[src/rtl/regbank_pkg.sv]
package regbank_pkg;
  localparam int unsigned DATA_W = 32;

  // Slot within an aliased register group; encoded by address bits [3:2].
  typedef enum logic [1:0] {
    SLOT_BASE = 2'd0,
    SLOT_SET  = 2'd1,
    SLOT_CLR  = 2'd2,
    SLOT_TOG  = 2'd3
  } slot_e;
endpackage

[src/rtl/regbank_decode.sv]
module regbank_decode
  import regbank_pkg::*;
#(
  parameter int unsigned AW        = 15,
  parameter int unsigned NUM_PLAIN = 4,
  parameter int unsigned NUM_ALIAS = 4
) (
  input  logic                 req_valid,
  input  logic [AW-1:0]        req_addr,
  output logic [NUM_PLAIN-1:0] hit_plain,
  output logic [NUM_ALIAS-1:0] hit_alias,
  output slot_e                slot,
  output logic                 err
);
  localparam int unsigned WW = AW - 3;   // word index width within a half
  localparam int unsigned GW = WW - 2;   // group index width

  logic [WW-1:0] word;
  logic [GW-1:0] grp;
  logic          aligned;
  logic          in_alias_half;
  logic          plain_ok;
  logic          alias_ok;

  assign word          = req_addr[AW-2:2];
  assign grp           = word[WW-1:2];
  assign aligned       = (req_addr[1:0] == 2'b00);
  assign in_alias_half = req_addr[AW-1];
  assign slot          = slot_e'(word[1:0]);

  assign plain_ok = !in_alias_half && (word < WW'(NUM_PLAIN));
  assign alias_ok =  in_alias_half && (grp  < GW'(NUM_ALIAS));

  genvar gi;
  generate
    for (gi = 0; gi < NUM_PLAIN; gi++) begin : g_plain_hit
      assign hit_plain[gi] = req_valid && aligned && !in_alias_half && (word == WW'(gi));
    end
    for (gi = 0; gi < NUM_ALIAS; gi++) begin : g_alias_hit
      assign hit_alias[gi] = req_valid && aligned && in_alias_half && (grp == GW'(gi));
    end
  endgenerate

  assign err = req_valid && (!aligned || !(plain_ok || alias_ok));
endmodule

[src/rtl/regbank_cell.sv]
module regbank_cell
  import regbank_pkg::*;
#(
  parameter logic [DATA_W-1:0] RST_VAL = '0
) (
  input  logic              clk,
  input  logic              rst_n,
  input  logic              wr_en,
  input  slot_e             slot,
  input  logic [DATA_W-1:0] wdata,
  output logic [DATA_W-1:0] q
);
  logic [DATA_W-1:0] q_next;

  always_comb begin
    unique case (slot)
      SLOT_SET: q_next = q | wdata;
      SLOT_CLR: q_next = q & ~wdata;
      SLOT_TOG: q_next = q ^ wdata;
      default:  q_next = wdata;
    endcase
  end

  always_ff @(posedge clk or negedge rst_n) begin
    if (!rst_n) begin
      q <= RST_VAL;
    end else if (wr_en) begin
      q <= q_next;
    end
  end
endmodule

[src/rtl/regbank_top.sv]
module regbank_top
  import regbank_pkg::*;
#(
  parameter int unsigned AW        = 15,
  parameter int unsigned NUM_PLAIN = 4,
  parameter int unsigned NUM_ALIAS = 4,
  parameter int unsigned LOCK_BIT  = 31,
  parameter logic [NUM_PLAIN*DATA_W-1:0] PLAIN_RST =
    {32'h2486_0324, 32'h0001_8D00, 32'h0000_0010, 32'h0401_167F},
  parameter logic [NUM_ALIAS*DATA_W-1:0] ALIAS_RST =
    {32'h1018_101B, 32'h0001_3001, 32'h0001_2000, 32'h0001_3063},
  parameter logic [NUM_ALIAS-1:0] PLL_MASK = 4'b0111
) (
  input  logic              clk,
  input  logic              rst_n,
  input  logic              req_valid,
  input  logic              req_write,
  input  logic [AW-1:0]     req_addr,
  input  logic [DATA_W-1:0] req_wdata,
  output logic              rsp_valid,
  output logic [DATA_W-1:0] rsp_rdata,
  output logic              rsp_err
);
  localparam logic [DATA_W-1:0] LOCK_MASK = DATA_W'(1) << LOCK_BIT;

  // Reset synchronizer: asserts asynchronously, releases on a clock edge.
  logic rst_meta_n, rst_sync_n;
  always_ff @(posedge clk or negedge rst_n) begin
    if (!rst_n) begin
      rst_meta_n <= 1'b0;
      rst_sync_n <= 1'b0;
    end else begin
      rst_meta_n <= 1'b1;
      rst_sync_n <= rst_meta_n;
    end
  end

  logic [NUM_PLAIN-1:0] hit_plain;
  logic [NUM_ALIAS-1:0] hit_alias;
  slot_e                slot;
  logic                 dec_err;

  regbank_decode #(
    .AW(AW), .NUM_PLAIN(NUM_PLAIN), .NUM_ALIAS(NUM_ALIAS)
  ) u_decode (
    .req_valid (req_valid),
    .req_addr  (req_addr),
    .hit_plain (hit_plain),
    .hit_alias (hit_alias),
    .slot      (slot),
    .err       (dec_err)
  );

  logic [DATA_W-1:0] plain_q [NUM_PLAIN];
  logic [DATA_W-1:0] alias_q [NUM_ALIAS];

  genvar gi;
  generate
    for (gi = 0; gi < NUM_PLAIN; gi++) begin : g_plain
      regbank_cell #(
        .RST_VAL(PLAIN_RST[gi*DATA_W +: DATA_W])
      ) u_cell (
        .clk   (clk),
        .rst_n (rst_sync_n),
        .wr_en (hit_plain[gi] && req_write),
        .slot  (SLOT_BASE),
        .wdata (req_wdata),
        .q     (plain_q[gi])
      );
    end
    for (gi = 0; gi < NUM_ALIAS; gi++) begin : g_alias
      localparam logic [DATA_W-1:0] RST_G =
        ALIAS_RST[gi*DATA_W +: DATA_W] | (PLL_MASK[gi] ? LOCK_MASK : '0);
      regbank_cell #(
        .RST_VAL(RST_G)
      ) u_cell (
        .clk   (clk),
        .rst_n (rst_sync_n),
        .wr_en (hit_alias[gi] && req_write),
        .slot  (slot),
        .wdata (req_wdata),
        .q     (alias_q[gi])
      );
    end
  endgenerate

  // Read mux: hits are one-hot or empty, so an OR tree suffices.
  logic [DATA_W-1:0] rd_mux;
  always_comb begin
    rd_mux = '0;
    for (int i = 0; i < NUM_PLAIN; i++) rd_mux |= hit_plain[i] ? plain_q[i] : '0;
    for (int i = 0; i < NUM_ALIAS; i++) rd_mux |= hit_alias[i] ? alias_q[i] : '0;
  end

  // Response stage: next-state then register.
  logic              rsp_valid_n;
  logic              rsp_err_n;
  logic [DATA_W-1:0] rsp_rdata_n;

  always_comb begin
    rsp_valid_n = req_valid;
    rsp_err_n   = dec_err;
    rsp_rdata_n = (req_valid && !req_write && !dec_err) ? rd_mux : '0;
  end

  always_ff @(posedge clk or negedge rst_sync_n) begin
    if (!rst_sync_n) begin
      rsp_valid <= 1'b0;
      rsp_err   <= 1'b0;
      rsp_rdata <= '0;
    end else begin
      rsp_valid <= rsp_valid_n;
      rsp_err   <= rsp_err_n;
      rsp_rdata <= rsp_rdata_n;
    end
  end
endmodule

[config.mk]
export PLATFORM = sky130hd
export DESIGN_NAME = regbank_top
export DESIGN_NICKNAME = d
export VERILOG_FILES = /design/src/rtl/regbank_pkg.sv /design/src/rtl/regbank_decode.sv /design/src/rtl/regbank_cell.sv /design/src/rtl/regbank_top.sv
export SDC_FILE = /design/constraint.sdc
export NUM_CORES = 1
export LEC_CHECK = 0
export ABC_AREA = 1
export BUFFER_PORTS_ARGS = -buffer_cell sky130_fd_sc_hd__buf_2
export CORE_UTILIZATION = 30
export DETAILED_ROUTE_END_ITERATION = 7
export HOLD_SLACK_MARGIN = 0.05
export PLACE_DENSITY = 0.56
export SETUP_SLACK_MARGIN = 0.2
export SLEW_MARGIN = 20
export SYNTH_ARGS = -nofsm -noshare
export SYNTH_HDL_FRONTEND = slang
export SYNTH_SLANG_ARGS = --single-unit
[constraint.sdc]
create_clock -name clk -period 11.87 [get_ports clk]
set_input_delay 0 -clock clk [delete_from_list [all_inputs] [get_ports clk]]
set_output_delay 0 -clock clk [all_outputs]
set_load 0.01 [all_outputs]
Word-level counts from Yosys, hierarchy flattened
Index checks and enable logic that the tools add are counted.
{"block": "totals", "ff_bits": 292, "in_bits": 51, "wordCells": 91, "output_inout_bits": 34}
{"block": "classes", "muxes": 13, "reduce_logical": 34, "bitwise": 20, "order_cmp": 2, "n_eq_ne": 9}
{"op": "one-hot mux 32 bit (3 select lines)", "count": 4}
{"op": "OR 32 bit", "count": 11}
{"op": "2-to-1 mux 32 bit", "count": 9}
{"op": "AND 32 bit", "count": 4}
{"op": "XOR 32 bit", "count": 4}
{"op": "inverter 32 bit", "count": 1}
{"op": "equality test 12 x 2 -> 1 bit, second input constant", "count": 2}
{"op": "logical AND 1 bit", "count": 24}
{"op": "equality test 10 x 2 -> 1 bit, second input constant", "count": 2}
{"op": "equality test 12 x 1 -> 1 bit, second input constant", "count": 1}
{"op": "zero test 12 bit", "count": 1}
{"op": "less-than comparator 12 x 3 -> 1 bit, second input constant", "count": 1}
{"op": "equality test 10 x 1 -> 1 bit, second input constant", "count": 1}
{"op": "zero test 10 bit", "count": 1}
{"op": "less-than comparator 10 x 3 -> 1 bit, second input constant", "count": 1}
{"op": "zero test 1 bit", "count": 5}
{"op": "equality test 2 bit, second input constant", "count": 2}
{"op": "equality test 2 x 1 -> 1 bit, second input constant", "count": 1}
{"op": "zero test 2 bit", "count": 1}
{"op": "logical OR 1 bit", "count": 2}

Logic depth before layout (Yosys ltp)
Gate-level depths: netlist (run 1).
{"block": "logic_depth", "depth_word": 13, "depth_mapped": 10, "mapped_depth_nobuf": 7}

Cells and area by module
A second synthesis (run 1) with hierarchy kept.
{"block": "unflattened", "hier_cells": 4551, "area_unflattened_um2": 29681.0}
{"mod": "regbank_cell at g_alias[2].u_cell ...", "seq_area_each_um2": 807.0, "instances": 2, "cells_each": 492, "area_each_um2": 3268.1}
{"mod": "regbank_cell at g_alias[1].u_cell", "seq_area_each_um2": 804.5, "instances": 1, "cells_each": 494, "area_each_um2": 3357.0}
{"mod": "regbank_cell at g_alias[0].u_cell", "seq_area_each_um2": 810.8, "instances": 1, "cells_each": 492, "area_each_um2": 3289.4}
{"mod": "regbank_cell at g_plain[0].u_cell", "seq_area_each_um2": 815.8, "instances": 1, "cells_each": 492, "area_each_um2": 3276.9}
{"mod": "regbank_cell at g_plain[3].u_cell", "seq_area_each_um2": 812.0, "instances": 1, "cells_each": 492, "area_each_um2": 3273.1}
{"mod": "regbank_cell at g_alias[3].u_cell", "seq_area_each_um2": 810.8, "instances": 1, "cells_each": 492, "area_each_um2": 3271.9}
{"mod": "regbank_cell at g_plain[1].u_cell", "seq_area_each_um2": 802.0, "instances": 1, "cells_each": 492, "area_each_um2": 3263.1}
{"mod": "regbank_top", "seq_area_each_um2": 900.9, "instances": 1, "cells_each": 572, "area_each_um2": 3238.1}
{"mod": "regbank_decode", "seq_area_each_um2": 0.0, "instances": 1, "cells_each": 41, "area_each_um2": 175.2}

Worst setup path after synthesis (run 1)
No wires, ideal clock.
{"block": "synth_path", "path_kind": "input to register", "start": "input port req_addr[13]", "end": "register rsp_rdata[10]", "n_path_buf": 3, "cell_stages": 8, "t_required_ps": 11792, "setup_slack_ps": 10633, "setup_ps": 78, "arrival_ps": 1159, "path_cell_list": "nor2_1 nand2_1 nor2_1 buf_4 buf_4 nand4_1 clkbuf_1 a21oi_1"}
{"block": "synth_between", "elab_chain_cells": 11, "elab_cells_between_ends": 42, "cone_classes": "2 x order compare; 6 x eq/ne; 9 x mux; 7 x bitwise; 18 x reduce/logical"}
{"element": "start: declaration", "line": "regbank_top.sv:18", "rtl": "input logic [AW-1:0] req_addr,"}
{"element": "equality test 12 x 1 -> 1 bit or zero test 12 bit (tied branches)", "line": "regbank_decode.sv:37", "rtl": "assign hit_plain[gi] = req_valid && aligned && !in_alias_half && (word == WW'(gi));"}
{"element": "logical AND 1 bit", "line": "regbank_decode.sv:37"}
{"element": "2-to-1 mux 32 bit", "line": "regbank_top.sv:91", "rtl": "for (int i = 0; i < NUM_PLAIN; i++) rd_mux |= hit_plain[i] ? plain_q[i] : '0;"}
{"element": "OR 32 bit (3 in series)", "line": "regbank_top.sv:91"}
{"element": "OR 32 bit (4 in series)", "line": "regbank_top.sv:92", "rtl": "for (int i = 0; i < NUM_ALIAS; i++) rd_mux |= hit_alias[i] ? alias_q[i] : '0;"}
{"element": "2-to-1 mux 32 bit (*)", "line": "regbank_top.sv:103", "rtl": "rsp_rdata_n = (req_valid && !req_write && !dec_err) ? rd_mux : '0;"}
{"element": "via rsp_rdata_n[10]", "line": "regbank_top.sv:98", "rtl": "logic [DATA_W-1:0] rsp_rdata_n;"}
{"element": "end signal: assignment", "line": "regbank_top.sv:114", "rtl": "rsp_rdata <= rsp_rdata_n;"}
{"element": "end: declaration", "line": "regbank_top.sv:21", "rtl": "output logic [DATA_W-1:0] rsp_rdata,"}
Mark *: on every way through the listed nets, which the timed path passes. The rest lies on a longest branch.
A chain may end at the register's enable or synchronous reset.

Final worst setup path (run 1)
{"block": "layout_path", "start": "input port req_addr[0]", "end": "register g_alias[2].u_cell.q[4]"}
{"block": "layout_between", "elab_chain_cells": 5}
{"element": "zero test 2 bit", "line": "regbank_decode.sv:27", "rtl": "assign aligned = (req_addr[1:0] == 2'b00);"}
{"element": "logical AND 1 bit (3 in series)", "line": "regbank_decode.sv:40", "rtl": "assign hit_alias[gi] = req_valid && aligned && in_alias_half && (grp == GW'(gi));"}
{"element": "logical AND 1 bit", "line": "regbank_top.sv:79", "rtl": ".wr_en (hit_alias[gi] && req_write),"}
{"element": "end signal: assignment", "line": "regbank_cell.sv:28", "rtl": "q <= q_next;"}
{"element": "end: declaration", "line": "regbank_cell.sv:11", "rtl": "output logic [DATA_W-1:0] q"}
Every way passes these cells.

==> results.py, run 1 <==
metrics = {
    "critical_path": {
        "critical_path_required_ns": 12.35,
        "ff2ff_path_depth": 2,
        "end_kind": "register",
        "rr_endpoint": "g_alias[1].u_cell.q[28]",
        "cp.arrival_ns": 3.94,
        "r2r_slack_ns": 9.25,
        "cp_slowest_cell": "buf_4",
        "critPathMaxStageDelay_ns": 0.73,
        "start_kind": "primary input",
        "crit_top_cell": "buf_4",
        "worstReg2RegStart": "rst_sync_n",
        "worst-setup-path-type": "primary input to register",
        "cp_max_fo": 69,
        "cp_cell_sequence": "dlygate4sd3_1, buf_2, nor2_1, nand2_1, nor2_4, buf_4, buf_4, inv_2, nor3_4, buf_4, nand2_1, o21ai_1",
    },
    "place": {
        "dp_hpwl_mm": 34.68,
        "io_buffer_count": 84,
        "place_inst": 3128,
        "place_congestion": 0.7758,
    },
    "clocking": {
        "clock-sinks": 292,
        "cts_buffer_depth": 3,
        "numCtsBuffers": 36,
        "htreeDepth": 2,
        "cts_setup_buffers": 0,
        "insertion_delay_ns": 0.56,
        "clkTransAtPathRegs_ns": 0.06,
        "cts_tree": "done",
        "cts_resized": 0,
        "root_buffer": "clkbuf_16",
    },
    "drt": {
        "wl_met2_mm": 28.85,
        "drt_wl_total_mm": 60.08,
        "drt-met1-wl_mm": 26.90,
        "detail_route.wl_per_cell_um": 18.59,
        "postRouteAntennaNets": 0,
        "first_iter_violations": 1282,
        "vias_per_cell": 5.318,
        "top_layer": "met4",
        "post-route-drc-count": 0,
        "first_pass_iters": 7,
        "via_count": 17190,
        "met3_length_mm": 2.693,
    },
    "timing": {
        "finalCritPeriodShare": 0.2918,
        "drv_slew": 0,
        "slew_headroom": 0.2743,
        "hold_violations": 0,
        "whs_ns": 0.1438,
        "tightest_slew_ns": 1.086,
        "max_freq_mhz": 288.7,
        "rsz0062_at_grt": "no",
        "skew_ns": 0.01982,
        "setup_viol": 0,
        "fin_setup_tns_ns": 0,
        "fin_crit_ns": 3.463,
    },
    "global_routing": {
        "grt_usage": 0.1867,
        "grt_pass1_vias": 17490,
        "grt_pass1_wl_mm": 96.48,
        "overflow": 0,
        "antenna_found_initial": 0,
        "grt_start_max_net_pins": 101,
    },
    "yosys": {
        "yosysMostFrequentCell": "nand2_1",
        "synthArstFlopShare": 1.000,
        "synth.largest_area_cell": "dfrtp_1",
        "synth_warnings": 0,
        "ys_seq_area_frac": 0.3837,
        "synth_top_area_share": 0.3139,
        "synth_top_flop_cell": "dfrtp_1",
        "ys_ff_latch": 292,
        "syn-num-nets": 2655,
        "synth.area.top_cells": "dfrtp_1, ha_1, nand2_1",
        "netlist_instances": 2348,
        "netlist_area_um2": 19210,
        "syn_area_per_cell_um2": 8.182,
        "synth_edf_count": 0,
        "synthTopCellsByCount": "nand2_1, nand4_1, ha_1",
        "netlist-cell-type-count": 24,
    },
    "pwr": {
        "p_per_area_nw_per_um2": 109.8,
        "leakagePower_nw": 10.44,
        "ir_drop_mv": 0.08600,
    },
    "min_path": {
        "holdPathEnd": "rsp_valid",
        "hold_depth": 2,
        "hold_start": "req_valid",
        "hp-class": "primary input to register",
    },
    "die": {
        "die_w_um": 255.1,
        "initial_core_util": 0.3040,
        "io_pins": 85,
        "die_y_um": 255.1,
        "core.rowCount": 92,
        "core-area_um2": 63200,
        "dieArea_um2": 65060,
    },
    "flow_run": {
        "cap_violations": 0,
    },
    "final_layout": {
        "areaGrowthSynthToFinish_pct": 13.66,
        "layout-drive-gt1-share": 0.1039,
        "fin_nets": 2665,
        "diodes": 0,
        "fillerInstances": 6457,
        "fin_cells": 3232,
    },
    "outcome": {
        "run_status": "finished clean",
    },
}
==> worst max path at each step <==
stage                                    to         from
detailed placement   g_alias[2].u_cell.q[4]  req_addr[1]
floorplan           g_alias[0].u_cell.q[10]   rst_sync_n
CTS                  g_alias[1].u_cell.q[0]  req_addr[0]
finish               g_alias[2].u_cell.q[4]  req_addr[0]
global route        g_alias[1].u_cell.q[26]  req_addr[0]
global placement     g_plain[0].u_cell.q[3]  req_addr[4]
==> cell type report <==
cell class,instances,area [um2],area share
repair buffers,150,1011,0.04630
flip-flops and latches,292,7375,0.3377
inverters,174,655.6,0.03002
clock inverters,15,207.7,0.009511
well taps,846,1059,0.04847
multi-input cells,1704,10500,0.4809
clock buffers,51,1028,0.04710
==> layout by cell type (no fill, tap or decap), types with 9 or more instances in the layout <==
cell type,n
o2111ai_1,128
dlygate4sd3_1,38
nor2_4,12
dfrtp_1,240
o21ai_0,131
clkbuf_1,9
dfstp_2,51
buf_2,84
clkinv_2,10
ha_1,256
nand4_1,260
clkbuf_16,37
nand2_1,679
inv_1,167
a21oi_1,32
buf_4,28
nor2_1,69
o21ai_1,125
==> worst max-delay path: cells and delay by family <==
| kind | cells | cell delay (ns) |
|---|---|---|
| AOI/OAI and AO/OA | 1 | 0.13 |
| and+or+nand+nor | 5 | 0.84 |
| buffers and inverters | 6 | 2.90 |
==> cell families after synthesis <==
kind of cell / synth area share
compound gates: 0.1337
fa+ha+maj: 0.1667
buf+inv: 0.07431
flops: 0.3837
other cells: 0.0001952
simple gates: 0.2414
==> sequential cells by signal, summed over array words and instances, names as in the netlist <==
name and flops:
g_alias.u_cell.q 128, g_plain.u_cell.q 128, rst_meta_n 1, rsp_valid 1, rsp_rdata 32, rsp_err 1
rst_sync_n 1
==> through the flow <==
stage | instance area [um2] | setup WS, ns | power [mW] | util
floorplan | 19210 | 3.219 | 1.149 | -
global placement | 20220 | 8.424 | 1.212 | 0.3200
detailed placement | 20220 | 8.370 | 1.222 | 0.3200
CTS | 21840 | 8.437 | 2.425 | 0.3455
global route | 21840 | 8.176 | 2.482 | 0.3455
finish | 21840 | 8.407 | 2.397 | 0.3455
==> metal layers <==
metal	up-vias	track usage
li1	8151	-
met1	8458	0.2410
met2	484	0.3207
met3	96	0.02014
met4	0	0.06861
met5	-	0
==> repair_timing <==
item / in CTS / in global routing
hold endpoints to repair: 259 / 0
setup endpoints to repair: 0 / 0
hold buffers: 38 / 0
==> power by group <==
part	switching (mW)	internal, mW	leakage [nW]
combinational	0.148	0.0602	6.48
sequential	0.00603	0.998	3.35
clock	0.469	0.715	0.614
Power figures use the tool's default switching activity.
==> run 2, diff against run 1 <==
--- a/config.mk
+++ b/config.mk
@@ -5,7 +5,7 @@
 export SDC_FILE = /design/constraint.sdc
 export NUM_CORES = 1
 export LEC_CHECK = 0
-export ABC_AREA = 1
+export ABC_AREA = 0
 export BUFFER_PORTS_ARGS = -buffer_cell sky130_fd_sc_hd__buf_2
 export CORE_UTILIZATION = 30
 export DETAILED_ROUTE_END_ITERATION = 7
==> constraint.sdc (replaced) <==
create_clock -name clk -period 3.3 [get_ports clk]
set_input_delay 0 -clock clk [delete_from_list [all_inputs] [get_ports clk]]
set_output_delay 0 -clock clk [all_outputs]
set_load 0.01 [all_outputs]
==> results.py, run 2 <==
metrics = {
    "outcome": {
        "run_status": "complete, but fails checks",
        "failed_checks": "design-rule violations",
    },
    "pwr": {
        "seq_power_share": 0.399,
        "p_sw_frac": 0.2547,
        "internal_power_mw": 6.728,
        "leakagePower_nw": 10.71,
        "p_per_area_nw_per_um2": 389.4,
        "p_clk_frac": 0.495,
        "comb_power_share": 0.105,
        "ir_drop_mv": 0.2797,
        "p_sw_mw": 2.299,
    },
    "yosys": {
        "netlist-cell-type-count": 39,
        "syn-num-nets": 2155,
        "syn_area_per_cell_um2": 10.87,
        "synthTopCellsByCount": "ha_1, dfrtp_1, mux2_2",
        "netlist_instances": 1848,
        "ys_seq_area_frac": 0.3669,
        "synth.largest_area_cell": "dfrtp_1",
        "ys_ff_latch": 292,
        "synth.area.top_cells": "dfrtp_1, ha_1, mux2_2",
        "synth_warnings": 0,
        "yosysMostFrequentCell": "ha_1",
        "synth_top_area_share": 0.3002,
        "synth_edf_count": 0,
        "synthArstFlopShare": 1.000,
        "synth_top_flop_cell": "dfrtp_1",
        "netlist_area_um2": 20090,
    },
    "timing": {
        "fin_setup_tns_ns": 0,
        "fin_crit_ns": 2.644,
        "setup_viol": 0,
        "hold_violations": 0,
        "whs_ns": 0.06030,
        "slew_headroom": 0.3346,
        "rsz0062_at_grt": "no",
        "skew_ns": 0.02135,
        "finalCritPeriodShare": 0.8012,
        "tightest_slew_ns": 0.9981,
        "max_freq_mhz": 378.2,
        "drv_slew": 0,
    },
    "min_path": {
        "holdPathEnd": "g_alias[3].u_cell.q[20]",
        "hold_depth": 3,
        "hp-class": "primary input to register",
        "hold_start": "req_addr[3]",
    },
    "die": {
        "initial_core_util": 0.3045,
        "dieArea_um2": 68000,
        "io_pins": 85,
        "die_y_um": 260.8,
        "core.rowCount": 94,
        "die_w_um": 260.8,
        "core-area_um2": 65980,
    },
    "global_routing": {
        "overflow": 0,
        "grt_pass1_vias": 15640,
        "grt_start_max_net_pins": 129,
        "antenna_found_initial": 4,
        "grt_usage": 0.1722,
        "grt_pass1_wl_mm": 91.55,
    },
    "critical_path": {
        "start_kind": "primary input",
        "r2r_slack_ns": 1.77,
        "cp.arrival_ns": 3.08,
        "rr_endpoint": "g_alias[2].u_cell.q[13]",
        "end_kind": "register",
        "worstReg2RegStart": "g_alias[2].u_cell.q[13]",
        "critical_path_required_ns": 3.73,
        "ff2ff_path_depth": 5,
        "critPathLaunch": "req_addr[13]",
        "worst-setup-path-type": "primary input to register",
        "cp_max_fo": 23,
    },
    "clocking": {
        "cts_buffer_depth": 3,
        "insertion_delay_ns": 0.57,
        "cts_tree": "done",
        "cts_resized": 0,
        "numCtsBuffers": 37,
        "cts_setup_buffers": 0,
        "htreeDepth": 2,
        "clkTransAtPathRegs_ns": 0.06,
        "root_buffer": "clkbuf_16",
        "clock-sinks": 292,
    },
    "flow_run": {
        "cap_violations": 0,
    },
    "final_layout": {
        "final_cell_mix": "ha_1, dfrtp_1, mux2_2, inv_1, a211oi_1",
        "top_regs": "g_alias.u_cell.q: 128 flops, g_plain.u_cell.q: 128 flops, rsp_rdata: 32 flops",
        "layout-drive-gt1-share": 0.2649,
        "areaGrowthSynthToFinish_pct": 15.39,
        "final_cell_area_um2": 23180,
        "layout.cells.most_common": "ha_1",
        "fin_nets": 2219,
    },
    "drt": {
        "postRouteAntennaNets": 0,
        "detail_route.wl_per_cell_um": 20.56,
        "first_iter_violations": 808,
        "vias_per_cell": 5.241,
        "drt_wl_total_mm": 57.67,
        "via_count": 14700,
        "first_pass_iters": 7,
        "post-route-drc-count": 8,
    },
    "place": {
        "place_area_um2": 21480,
        "place_congestion": 0.7376,
        "io_buffer_count": 84,
        "dp_hpwl_mm": 34.25,
    },
}
[run 2: cell types whose count changed after synthesis, sizes merged, moves of 129 or more]
cell,change
nand4,-259
nand2,-677
a211oi,+129
mux2,+288
o21ai,-191
[run 2: layer usage]
metal | wire length [um] | vias up | global-route usage
met3 | 2868 | 111 | 0.02758
met5 | 23 | - | 0
met1 | 26270 | 7434 | 0.2312
met4 | 1654 | 4 | 0.06043
li1 | - | 6816 | -
met2 | 26860 | 336 | 0.2789
[run 2: logic make-up (layout without fill, tap and decap cells)]
group / after synthesis / count (layout) / share of synthesized area
fa+ha+maj: 256 / 256 / 0.1595
compound gates: 481 / 481 / 0.1556
buf+inv: 306 / 398 / 0.06191
other cells: 1 / 2 / 0.0001867
simple gates: 96 / 96 / 0.02697
flops: 292 / 292 / 0.3669
mux: 416 / 416 / 0.2290
[run 2: cell type report]
class	instances	area [um2]
multi-input cells	1250	11520
inverters	164	615.6
clock inverters	15	234.0
clock buffers	52	1085
fillers	6493	42800
diodes	1	2.502
flip-flops and latches	292	7375
repair buffers	167	1271
well taps	864	1081
[run 2: critical path, stage by stage]
cell and delay [ns]:
dlygate4sd3_1 0.54, buf_2 0.12, nor2_1 0.21, dlygate4sd3_1 0.64, nand3_4 0.27, nor4_4 0.36
buf_4 0.52, mux2_2 0.40
[run 2: power groups by stage]
stage / logic (mW) / registers, mW / clock network, mW
after floorplan: 0.579 / 3.70 / 0
after global placement: 0.869 / 3.67 / 0
after detailed placement: 0.912 / 3.67 / 0
after CTS: 0.958 / 3.61 / 4.58
after global routing: 1.06 / 3.60 / 4.72
final: 0.952 / 3.60 / 4.47
[run 2: stage by stage]
step | utilization | total power [mW] | setup WS [ns] | cells
3_3_place_gp | 0.3255 | 4.537 | 1.057 | 2699
4_1_cts | 0.3513 | 9.142 | 0.6952 | 2804
5_1_grt | 0.3513 | 9.388 | 0.5530 | 2805
3_5_place_dp | 0.3255 | 4.580 | 0.9883 | 2699
6_report | 0.3513 | 9.027 | 0.6561 | 2805
2_1_floorplan | - | 4.284 | 0.4181 | 1848
[run 2: worst max-delay path by stage]
stage | end | slack (ns) | cells after the start
2_1_floorplan | g_alias[0].u_cell.q[10] | 0.42 | 0
6_report | g_plain[1].u_cell.q[12] | 0.66 | 8
5_1_grt | g_plain[1].u_cell.q[12] | 0.55 | 8
3_5_place_dp | g_plain[1].u_cell.q[12] | 0.99 | 6
3_3_place_gp | g_plain[1].u_cell.q[10] | 1.06 | 6
4_1_cts | g_plain[1].u_cell.q[12] | 0.70 | 8
[run 2: timing repair]
item | in CTS | in global routing
hold buffers | 38 | 0
setup endpoints to repair | 0 | 0
endpoints found under the hold margin | 132 | 0
